===== src/rtl/shift_round_scaler_pkg.sv =====
package shift_round_scaler_pkg;
  typedef enum logic [1:0] {
    ST_IDLE = 2'b00,
    ST_SHL  = 2'b01,
    ST_SHR  = 2'b10,
    ST_RND  = 2'b11
  } state_e;
endpackage


===== src/rtl/srs_ctrl.sv =====
module srs_ctrl
  import shift_round_scaler_pkg::*;
(
  input  logic   clk_i,
  input  logic   rst_ni,
  input  logic   start_i,
  input  logic   mode_i,
  input  logic   lsb_i,
  output state_e state_o,
  output logic   done_o
);
  state_e state_q, state_d;

  always_comb begin
    state_d = state_q;
    unique case (state_q)
      ST_IDLE: if (start_i) state_d = mode_i ? ST_SHR : ST_SHL;
      ST_SHL:  state_d = ST_IDLE;
      ST_SHR:  state_d = lsb_i ? ST_RND : ST_IDLE;
      ST_RND:  state_d = ST_IDLE;
      default: state_d = ST_IDLE;
    endcase
  end

  always_ff @(posedge clk_i or negedge rst_ni) begin
    if (!rst_ni) state_q <= ST_IDLE;
    else         state_q <= state_d;
  end

  // last active state of each path
  assign done_o  = (state_q == ST_SHL) || (state_q == ST_RND) ||
                   ((state_q == ST_SHR) && !lsb_i);
  assign state_o = state_q;
endmodule


===== src/rtl/srs_bit_cell.sv =====
module srs_bit_cell (
  input  logic       clk_i,
  input  logic       rst_ni,
  input  logic [1:0] sel_i,
  input  logic       load_i,
  input  logic       d_i,
  input  logic       lo_nb_i,
  input  logic       hi_nb_i,
  input  logic       cin_i,
  output logic       cout_o,
  output logic       q_o
);
  logic q_d;

  always_comb begin
    unique case (sel_i)
      2'b00:   q_d = load_i ? d_i : q_o;
      2'b01:   q_d = lo_nb_i;
      2'b10:   q_d = hi_nb_i;
      default: q_d = q_o ^ cin_i;
    endcase
  end

  assign cout_o = q_o & cin_i;

  always_ff @(posedge clk_i or negedge rst_ni) begin
    if (!rst_ni) q_o <= 1'b0;
    else         q_o <= q_d;
  end
endmodule


===== src/rtl/srs_datapath.sv =====
module srs_datapath #(
  parameter int W = 3
) (
  input  logic         clk_i,
  input  logic         rst_ni,
  input  logic [1:0]   sel_i,
  input  logic         load_i,
  input  logic [W-1:0] d_i,
  output logic [W-1:0] q_o
);
  localparam int CW = W + 1;
  logic [CW-1:0] carry;
  logic [W+1:0]  ext;

  assign carry[0] = 1'b1;  // round-up increment
  assign ext      = {1'b0, q_o, 1'b0};

  for (genvar i = 0; i < W; i++) begin : g_bit
    srs_bit_cell u_cell (
      .clk_i   (clk_i),
      .rst_ni  (rst_ni),
      .sel_i   (sel_i),
      .load_i  (load_i),
      .d_i     (d_i[i]),
      .lo_nb_i (ext[i]),
      .hi_nb_i (ext[i+2]),
      .cin_i   (carry[i]),
      .cout_o  (carry[i+1]),
      .q_o     (q_o[i])
    );
  end

  logic unused_carry;
  assign unused_carry = carry[CW-1];
  logic unused_ext;
  assign unused_ext = ^{ext[0], ext[W+1]};
endmodule


===== src/rtl/shift_round_scaler.sv =====
module shift_round_scaler
  import shift_round_scaler_pkg::*;
#(
  parameter int W = 3
) (
  input  logic         clk_i,
  input  logic         rst_ni,
  input  logic         start_i,
  input  logic         mode_i,
  input  logic [W-1:0] din_i,
  output logic [W-1:0] dout_o,
  output logic         done_o
);
  state_e state;

  srs_ctrl u_ctrl (
    .clk_i   (clk_i),
    .rst_ni  (rst_ni),
    .start_i (start_i),
    .mode_i  (mode_i),
    .lsb_i   (dout_o[0]),
    .state_o (state),
    .done_o  (done_o)
  );

  srs_datapath #(.W(W)) u_dp (
    .clk_i  (clk_i),
    .rst_ni (rst_ni),
    .sel_i  (state),
    .load_i (start_i),
    .d_i    (din_i),
    .q_o    (dout_o)
  );
endmodule


===== config.mk =====
export PLATFORM = sky130hd
export DESIGN_NAME = shift_round_scaler
export DESIGN_NICKNAME = d
export VERILOG_FILES = /design/src/rtl/shift_round_scaler_pkg.sv /design/src/rtl/srs_ctrl.sv /design/src/rtl/srs_bit_cell.sv /design/src/rtl/srs_datapath.sv /design/src/rtl/shift_round_scaler.sv
export SDC_FILE = /design/constraint.sdc
export NUM_CORES = 1
export LEC_CHECK = 0
export ABC_AREA = 1
export BUFFER_PORTS_ARGS = -buffer_cell sky130_fd_sc_hd__buf_2
export CORE_AREA = 3 3 40 42
export CTS_CLUSTER_SIZE = 20
export DETAILED_ROUTE_END_ITERATION = 6
export DIE_AREA = 0 0 43 45
export PLACE_DENSITY = 0.49
export SLEW_MARGIN = 10
export SYNTH_ARGS = -nofsm -noshare
export SYNTH_HDL_FRONTEND = slang
export SYNTH_SLANG_ARGS = --single-unit

===== constraint.sdc =====
create_clock -name clk_i -period 1.3 [get_ports clk_i]
set_clock_uncertainty 0.1 [all_clocks]
set_input_delay 0.26 -clock clk_i [delete_from_list [all_inputs] [get_ports clk_i]]
set_output_delay 0.26 -clock clk_i [all_outputs]
set_load 0.02 [all_outputs]

Yosys cells after proc, flatten, opt, wreduce, memory -nomap -nowiden

Index checks and enable logic that the tools add are counted.

Divide/modulo/power cells: 0
Bitwise operators: 4
Equality and inequality tests: 4
Magnitude comparators: 0
Multipliers: 0
Shift-type cells: 0
Reductions and logical operators: 6
Multiplexer cells: 10
Add/subtract/negate cells: 0

Operators with widths:

| cell                                          | count |
|---|---|
| case mux 1 bit (3 select lines)               | 3 |
| 2-to-1 mux 2 bit                              | 3 |
| case mux 2 bit (3 select lines)               | 1 |
| == test 2 bit, second input constant          | 2 |
| 2-to-1 mux 1 bit                              | 3 |
| == test 2 x 1 -> 1 bit, second input constant | 1 |
| zero test 2 bit                               | 1 |
| logical OR 1 bit                              | 2 |
| != test 2 bit, second input constant          | 1 |
| OR reduction 2 bit                            | 1 |
| XOR 1 bit                                     | 2 |
| bitwise AND 1 bit                             | 1 |
| logical AND 1 bit                             | 1 |
| zero test 1 bit                               | 1 |
| inverter 1 bit                                | 1 |

Bits in registers: 5
ROM bits: 0
Latch bits: 0
Memory bits (writable): 0
Bits of input ports: 7
Word-level logic and storage cells: 28
Output and inout port bits: 4
Memories kept: 0

Depth between registers and ports, before layout

Gate-level depths: netlist of run 1.

Depth after elaboration: 3
Mapped depth: 7
Depth with buffers taken out: 7

Hierarchy

From an unflattened synthesis of run 1, not the netlist that was laid out.

Cell total of the unflattened synthesis: 65
Area, all modules: 405.4 sq um

Modules (own cells, without submodules):

| module       | cells an instance | area each (sq um) | instances | sequential area each (sq um) |
|---|---|---|---|---|
| srs_bit_cell | 16                | 97.6              | 3         | 25.0 |
| srs_ctrl     | 15                | 105.1             | 1         | 50.0 |
| srs_datapath | 2                 | 7.5               | 1         | 0.0 |

Worst setup path after synthesis of run 1

OpenSTA, ideal clock, no wires.

Kind: flip-flop to flip-flop
From: register u_dp.g_bit[0].u_cell.q_o
To: register u_dp.g_bit[1].u_cell.q_o
Cell stages (with the launch flop): 8
Clock period less this slack: 1144 ps
Slack: 156 ps
Arrival time: 928 ps
Setup time: 116 ps
Cells stage by stage: dfrtp_1 ha_1 inv_1 nand2_1 nand2_1 inv_1 nand2_1 nand2_1

Word-level cells in the longest chain between the ends: 2

Ends and longest elaborated chain:

| item                                | RTL line           | text |
|---|---|---|
| start: declaration                  | srs_bit_cell.sv:11 | `output logic q_o` |
| start signal: assignment            | srs_bit_cell.sv:28 | `else q_o <= q_d;` |
| XOR 1 bit                           | srs_bit_cell.sv:20 | `default: q_d = q_o ^ cin_i;` |
| case mux 1 bit (3 select lines) (*) | srs_bit_cell.sv:16 | `unique case (sel_i)` |
| end signal: assignment              | srs_bit_cell.sv:28 |  |
| end: declaration                    | srs_bit_cell.sv:11 |  |

Every way passes the cells marked *; elsewhere a longest branch is shown, timed or not.
A chain may end at the register's enable or synchronous reset.

Worst setup path after layout of run 1

From: register u_dp.g_bit[0].u_cell.q_o
To: output port done_o

Word-level cells in the longest chain between the ends: 3

Ends and longest elaborated chain:

| item              | RTL line                 | text |
|---|---|---|
| zero test 1 bit   | srs_ctrl.sv:32           | `((state_q == ST_SHR) && !lsb_i);` |
| logical AND 1 bit | srs_ctrl.sv:32           |  |
| logical OR 1 bit  | srs_ctrl.sv:31           | `assign done_o = (state_q == ST_SHL) \|\| (state_q == ST_RND) \|\|` |
| end: declaration  | shift_round_scaler.sv:12 | `output logic done_o` |

Every way passes these cells.

==> impl_metrics.toml, run 1 <==
[run_status]
status = "finished with violations"
failed_checks = "setup timing"

[final_layout]
fin_util_pct = 41.38
synthToLayoutAreaGrowth_pct = 52.33
most-common-layout-cells = "nand2_1, buf_2, inv_1, nor2_1, buf_4"
antenna_cells = 0
drive_gt1_share_pct = 39.19
final_nets = 83
mostFrequentLayoutCell = "nand2_1"

[die]
num_io_pins = 11
die_x_um = 43
die_area_um2 = 1935
start_util_pct = 27.17
fp.dieH_um = 45
coreArea_um2 = 1285
row_count = 13

[critical_path]
critPathMaxStageDelay_ns = 0.41
reg2reg_depth = 8
path_max_fanout = 3
cpMaxStageDelayCell = "dfrtp_1"
regToRegSetupSlack_ns = 0.03
worstSetupPathType = "register to output port"
worstPathCellList = "inv_2 > nand2_2 > nand2_2 > buf_6"
worst-path-stages = 4
r2r-start = "u_dp.g_bit[0].u_cell.q_o"
start_kind = "register"
endpoint = "done_o"
critPathBufInv = 2
end_kind = "output port"
cp_common_cell = "nand2_2"
cp-startpoint = "u_dp.g_bit[0].u_cell.q_o"
critPathTopFamily = "flip-flops"
r2r_end = "u_dp.g_bit[1].u_cell.q_o"
crit_arrival_ns = 0.95
required_ns = 0.94

[sta]
slew_violations = 0
fmax_mhz = 762.2
fin_setup_tns_ns = -0.01194
rsz0062_at_grt = "true"
finalHoldViolCount = 0
timing.final.crit_share_pct = 100.9
worst_slew_pin_slew_ns = 0.1517
finalWorstSetupSlack_ns = -0.01194
finalSetupViolCount = 1
slew_headroom_pct = 89.88
period_needed_ns = 1.312

[yosys]
synth_area_um2 = 349.1
ys_types = 11
synthCells = 54
yosys_warnings = 0
synth_seq_cells = 5
syn-num-nets = 62
syn_avg_cell_area_um2 = 6.465
yosysSeqAreaShare_pct = 35.84

[global_route]
antenna_found_initial = 0
grt_max_degree = 6
grt_pass1_wl_um = 1276
grt_pass1_vias = 328
grt_use_total_pct = 8.787
grt-ovfl-total = 0

[power]
p_leak_uw = 0.0003067
power_density_nw_per_um2 = 2453
ir_drop_uv = 848.5
p_total_uw = 1304

[clock_network]
clk_latency_ns = 0.23
numClockSinks = 5
cts_tree = "yes"
cts_buffers = 3
clkTransAtPathRegs_ns = 0.04
ctsHtreeMaxLevel = 1
cts-root-buf = "clkbuf_4"
clockBufferDepth = 2

[routing]
remaining_drc_errors = 0
num_vias = 372
vias_per_cell = 4.180
wl_per_cell_um = 9.000
wirelength_um = 801
dr.pass1.iters = 4
initialDrtViolationCount = 6
ant_nets = 0

[place]
io_buffer_count = 10
dpl.hpwl_um = 577.9
place_congestion = 0.6952

[flow_run]
max-cap-violations = 0

[min_path]
min_from = "mode_i"
hold_class = "primary input to register"
-- kinds of logic (layout without fill, tap and decap cells) --
family / after synthesis / count (layout) / synth area share, %
fa+ha+maj: 1 / 1 / 3.584
simple gates: 34 / 34 / 41.58
flops: 5 / 5 / 35.84
buf+inv: 12 / 32 / 16.13
compound gates: 2 / 2 / 2.865
-- power by group --
group | internal (uW) | leakage [uW] | switching [uW]
Combinational | 389 | 0.000230 | 455
Clock | 115 | 0.0000150 | 54.6
Sequential | 231 | 0.0000614 | 58.5
-- how the worst min path moves through the flow --
| stage | to | slack (ns) | cells after the start |
|---|---|---|---|
| 2_1_floorplan | u_ctrl.state_o[0] | -0.14 | 0 |
| 3_3_place_gp | u_dp.g_bit[0].u_cell.q_o | -0.02 | 1 |
| 3_5_place_dp | u_ctrl.state_o[1] | -0.02 | 1 |
| 4_1_cts | u_ctrl.state_o[0] | 0.10 | 2 |
| 5_1_grt | u_ctrl.state_o[0] | 0.09 | 2 |
| 6_report | u_ctrl.state_o[0] | 0.11 | 2 |
-- sequential cells by signal (all words and copies together) (netlist names) --
register,count
u_dp.g_bit.u_cell.q_o,3
u_ctrl.state_o,2
-- cells in the mapped netlist --
master	number	area share [%]
nand2_4	1	3.2
nor2_1	7	7.5
o21ai_0	1	1.4
ha_1	1	3.6
nand2_1	19	20
buf_4	3	6.5
dfrtp_1	5	36
nand3_1	6	8.6
nor2_2	1	1.8
a21oi_1	1	1.4
inv_1	9	9.7
-- metal layers --
layer | part of all wire (%) | track usage (%) | vias up
met5 | 0 | 0 | -
met4 | 0 | 3.614 | 0
met3 | 5.9 | 3.187 | 0
met2 | 48 | 14.37 | 7
met1 | 46 | 10.51 | 159
li1 | - | - | 206
-- per-stage QoR --
stage | hold slack [ns] | std cells | setup WS, ns | instance area (um^2)
4_1_cts | 0.1048 | 87 | -0.01662 | 484.2
6_report | 0.1145 | 89 | -0.01194 | 531.8
2_1_floorplan | -0.1356 | 54 | 0.1561 | 349.1
5_1_grt | 0.09467 | 89 | -0.07051 | 531.8
3_5_place_dp | -0.02121 | 77 | 0.07659 | 402.9
3_3_place_gp | -0.02132 | 77 | 0.07316 | 402.9
-- timing repair --
item,in CTS,in global routing
resized for setup,3,9
hold buffers,1,0
endpoints found under the setup margin,1,5
endpoints found under the hold margin,5,0
pin swaps,0,2
buffers inserted,5,2
gates cloned,0,0
-- area by class of cell --
cell class	instances	area, um^2
fill	140	753.2
clock buffer	4	26.28
inverter	9	33.78
sequential	5	126.4
timing repair buffer	19	136.4
tap	15	18.77
multi-input combinational	37	190.2
(Power assumes the default switching activity.)
==> run 2: changes to the inputs <==
--- a/config.mk
+++ b/config.mk
@@ -11,6 +11,7 @@
 export CTS_CLUSTER_SIZE = 20
 export DETAILED_ROUTE_END_ITERATION = 6
 export DIE_AREA = 0 0 43 45
+export GPL_TIMING_DRIVEN = 0
 export PLACE_DENSITY = 0.49
 export SLEW_MARGIN = 10
 export SYNTH_ARGS = -nofsm -noshare
==> impl_metrics.toml, run 2 (same netlist as run 1, synthesis figures left out) <==
[sta]
fmax_mhz = 763.0
hold_ws_ns = 0.1122
slew_headroom_pct = 91.06
finalHoldViolCount = 0
period_needed_ns = 1.311
finalWorstSetupSlack_ns = -0.01060
timing.final.crit_share_pct = 100.8
worst_slew_pin_slew_ns = 0.1327
rsz0062_at_grt = "true"
finalSetupViolCount = 1
slew_violations = 0

[clock_network]
clockBufferDepth = 2
clkTransAtPathRegs_ns = 0.04
cts_tree = "yes"
clk_latency_ns = 0.24
cts_buffers = 3
numClockSinks = 5
cts-root-buf = "clkbuf_4"
ctsHtreeMaxLevel = 1

[routing]
wirelength_um = 772
wl_per_cell_um = 8.484
vias_per_cell = 4.154
initialDrtViolationCount = 4
dr.pass1.iters = 4
num_vias = 378
ant_nets = 0
remaining_drc_errors = 0

[critical_path]
end_kind = "output port"
start_kind = "register"
r2r-start = "u_ctrl.state_o[1]"
r2r_end = "u_dp.g_bit[2].u_cell.q_o"
worstSetupPathType = "register to output port"
path_max_fanout = 3
regToRegSetupSlack_ns = 0.05
required_ns = 0.94
reg2reg_depth = 8
crit_arrival_ns = 0.95

[final_layout]
n_fill_cell = 133
largest_reg_flops = 3
final_nets = 85
antenna_cells = 0
most-common-layout-cells = "nand2_1, buf_4, buf_2"
mostFrequentLayoutCell = "nand2_1"
drive_gt1_share_pct = 44.74
regMostFlops = "u_dp.g_bit.u_cell.q_o"
synthToLayoutAreaGrowth_pct = 60.57
finalNonFillerCells = 91

[min_path]
hold_class = "primary input to register"
hold_depth = 2
min_to = "u_ctrl.state_o[0]"
min_from = "mode_i"

[die]
fp.dieH_um = 45
coreArea_um2 = 1285
die_area_um2 = 1935
row_count = 13
num_io_pins = 11
die_x_um = 43
start_util_pct = 27.17

[place]
place_inst = 79
dpl.hpwl_um = 534.5
place_congestion = 0.6912
io_buffer_count = 10

[global_route]
grt_use_total_pct = 8.466
grt_max_degree = 6
grt_pass1_vias = 304
antenna_found_initial = 0
grt-ovfl-total = 0
grt_pass1_wl_um = 1193

[power]
ir_drop_uv = 866.9
p_leak_uw = 0.0003157
power_density_nw_per_um2 = 2496

[flow_run]
max-cap-violations = 0

[run_status]
failed_checks = "setup timing"
status = "finished with violations"
[run 2: layer usage]
metal / GRT usage, % / part of all wire (%) / vias to the layer above / routed length (um)
met5: 0 / 0 / - / 0
li1: - / - / 207 / -
met2: 13.47 / 47 / 9 / 366
met1: 9.828 / 45 / 160 / 345
met4: 7.229 / 1.9 / 0 / 15
met3: 1.594 / 5.7 / 2 / 44
[run 2: repair_timing]
| item | CTS | global route |
|---|---|---|
| pin swaps | 0 | 6 |
| endpoints found under the hold margin | 5 | 0 |
| resized for setup | 3 | 15 |
| setup buffers | 7 | 0 |
| hold buffers | 1 | 0 |
| setup endpoints to repair | 4 | 5 |
[run 2: where the power goes]
group	total (uW)	internal (uW)	switching [uW]
Clock	174	116	58.0
Combinational	920	462	458
Sequential	306	235	70.7
[run 2: metrics by stage]
| stage | utilization [%] | setup TNS [ns] | total power, uW | cell area [um^2] | setup WS (ns) |
|---|---|---|---|---|---|
| after global placement | 32.52 | 0 | 913.6 | 417.9 | 0.07216 |
| after CTS | 40.02 | -0.05607 | 1260 | 514.2 | -0.02955 |
| after global routing | 43.62 | -0.1478 | 1522 | 560.5 | -0.06343 |
| final | 43.62 | -0.01060 | 1399 | 560.5 | -0.01060 |
| after floorplan | - | 0 | 753.5 | 349.1 | 0.1561 |
| after detailed placement | 32.52 | 0 | 906.5 | 417.9 | 0.07069 |
[run 2: worst max path at each step]
stage,to,slack [ns],cells past startpoint,from
floorplan,u_dp.g_bit[1].u_cell.q_o,0.16,7,u_dp.g_bit[0].u_cell.q_o
global placement,u_dp.g_bit[1].u_cell.q_o,0.07,7,u_dp.g_bit[0].u_cell.q_o
detailed placement,u_dp.g_bit[1].u_cell.q_o,0.07,7,u_dp.g_bit[0].u_cell.q_o
CTS,u_dp.g_bit[1].u_cell.q_o,-0.03,8,u_dp.g_bit[0].u_cell.q_o
global route,done_o,-0.06,4,u_dp.g_bit[0].u_cell.q_o
finish,done_o,-0.01,4,u_dp.g_bit[0].u_cell.q_o
[run 2: area by class of cell]
cell class	instances	area [um^2]	share of cell area (%)
multi-input cells	37	192.7	34.38
plain buffers	3	26.28	4.687
repair buffers	18	135.1	24.11
well taps	15	18.77	3.348
flip-flops and latches	5	127.6	22.77
inverters	9	33.78	6.027
clock buffers	4	26.28	4.687
[run 2: critical path, cell delays in order, from the launching register on]
cell	delay (ns)
dfrtp_1	0.41
inv_2	0.07
nand2_2	0.06
nand2_2	0.06
buf_6	0.11
==> run 3: changes to the inputs <==
--- a/config.mk
+++ b/config.mk
@@ -12,7 +12,8 @@
 export DETAILED_ROUTE_END_ITERATION = 6
 export DIE_AREA = 0 0 43 45
 export GPL_TIMING_DRIVEN = 0
-export PLACE_DENSITY = 0.49
+export PLACE_DENSITY = 0.54
+export REMOVE_ABC_BUFFERS = 1
 export SLEW_MARGIN = 10
 export SYNTH_ARGS = -nofsm -noshare
 export SYNTH_HDL_FRONTEND = slang
==> impl_metrics.toml, run 3 (same netlist as run 1, synthesis figures left out) <==
[final_layout]
largest_reg_flops = 3
drive_gt1_share_pct = 38.89
synthToLayoutAreaGrowth_pct = 48.39
final_nets = 81
multi_input_comb_area_um2 = 190.2
n_fill_cell = 143
ff_latch_area_um2 = 127.6
antenna_cells = 0
fin_util_pct = 40.31
mostFrequentLayoutCell = "nand2_1"
regMostFlops = "u_dp.g_bit.u_cell.q_o"
most-common-layout-cells = "nand2_1, buf_2, inv_1, nor2_1, nand3_1"

[critical_path]
critPathBufInv = 2
critPathMaxStageDelay_ns = 0.39
cp_common_cell = "nand2_2"
start_kind = "register"
end_kind = "output port"
crit_arrival_ns = 0.93
worstSetupPathType = "register to output port"
critPathTopFamily = "flip-flops"
required_ns = 0.94
path_max_fanout = 2
cpMaxStageDelayCell = "dfrtp_1"
worstPathCellList = "inv_2 > nand2_2 > nand2_2 > buf_6"

[routing]
wirelength_um = 855
initialDrtViolationCount = 1
remaining_drc_errors = 0
wl_per_cell_um = 9.828
vias_per_cell = 4.126
ant_nets = 0
dr.pass1.iters = 2
num_vias = 359

[place]
io_buffer_count = 10
dpl.hpwl_um = 575.5
place_congestion = 0.6886
preCtsSetupSlack_ns = 0.08847

[sta]
rsz0062_at_grt = "true"
finalWorstSetupSlack_ns = 0.005574
slew_violations = 0
slew_headroom_pct = 84.23
finalHoldViolCount = 0
period_needed_ns = 1.294
worst_slew_pin_slew_ns = 0.2365
timing.final.crit_share_pct = 99.57
fmax_mhz = 772.5
finalSetupViolCount = 0

[power]
ir_drop_uv = 1150
power.switching_uw = 578.9
p_clk_share_pct = 13.7
seqPwrFrac_pct = 24.4
switching_share_pct = 44.80
pwr-share-comb_pct = 61.9
p_int_uw = 713.2
p_leak_uw = 0.0002952
power_density_nw_per_um2 = 2494

[global_route]
grt_max_degree = 6
antenna_found_initial = 0
grt_use_total_pct = 9.699
grt_pass1_vias = 316
grt_pass1_wl_um = 1366
grt-ovfl-total = 0

[min_path]
hold_class = "primary input to register"

[clock_network]
clockBufferDepth = 2
cts_tree = "yes"
numClockSinks = 5
clkTransAtPathRegs_ns = 0.04
cts_buffers = 3
clk_latency_ns = 0.24
ctsHtreeMaxLevel = 1
cts-root-buf = "clkbuf_4"

[die]
coreArea_um2 = 1285
row_count = 13
fp.dieH_um = 45
num_io_pins = 11
die_area_um2 = 1935
start_util_pct = 27.17
die_x_um = 43

[flow_run]
max-cap-violations = 0

[run_status]
status = "complete, no violations"
-- run 3: cell count changes in the layout (fill, tap and decap cells not counted) --
cell / previous run / this run
buf_2: 7 / 8
nor2_1: 6 / 7
nor2_2: 1 / 0
buf_6: 5 / 3
buf_4: 8 / 5
inv_2: 3 / 2
inv_1: 6 / 7
-- run 3: per-layer routing --
metal / track usage [%] / part of all wire, %
met1: 12.20 / 45
met2: 13.77 / 47
met3: 5.578 / 8.0
met4: 3.614 / 0
met5: 0 / 0
-- run 3: final cells by class --
cell class,count,share of cell area [%]
clock buffers,4,5.072
repair buffers,17,23.43
inverters,9,6.522
flip-flops and latches,5,24.64
well taps,15,3.623
multi-input cells,37,36.71
-- run 3: stage by stage --
stage               total power [uW]  cell area, um^2  instances  hold WS [ns]  setup TNS [ns]
floorplan                      690.8            326.6         51       -0.1356               0
global placement               847.0            395.4         76      -0.02021               0
detailed placement             849.8            395.4         76      -0.01972               0
CTS                             1149            470.5         85       0.09864       -0.006404
global route                    1422            518.0         87        0.1015        -0.07837
finish                          1292            518.0         87        0.1049               0
-- run 3: final timing paths --
| kind | from | end | slack (ns) | depth (start not counted) |
|---|---|---|---|---|
| max in group asynchronous | rst_ni | u_ctrl.state_o[0] | 0.71 | 2 |
| min in group asynchronous | rst_ni | u_dp.g_bit[0].u_cell.q_o | 0.26 | 2 |
| setup / recovery | u_dp.g_bit[0].u_cell.q_o | done_o | 0.006 | 4 |
| hold reg to reg | u_dp.g_bit[2].u_cell.q_o | u_dp.g_bit[2].u_cell.q_o | 0.49 | 2 |
| hold / removal | mode_i | u_ctrl.state_o[0] | 0.10 | 2 |
| setup reg to reg | u_dp.g_bit[0].u_cell.q_o | u_dp.g_bit[1].u_cell.q_o | 0.06 | 8 |
-- run 3: repair_timing --
action	in CTS	in global routing
pin swaps	0	1
hold endpoints to repair	5	0
endpoints found under the setup margin	1	4
gates resized for setup	4	9
hold buffers	1	0
buffers inserted	4	2
-- run 3: worst reg2reg max path: cells and delay by family (launching register included) --
family / cells / cell delay (ns)
fa+ha+maj: 1 / 0.23
buf+inv: 3 / 0.21
flops: 1 / 0.39
simple gates: 4 / 0.19
-- run 3: power groups by stage --
stage | combinational (uW) | clock, uW | sequential (uW)
after detailed placement | 512 | 0 | 337
after global placement | 510 | 0 | 337
after floorplan | 323 | 0 | 368
after global routing | 895 | 202 | 325
final | 800 | 177 | 315
after CTS | 665 | 185 | 298
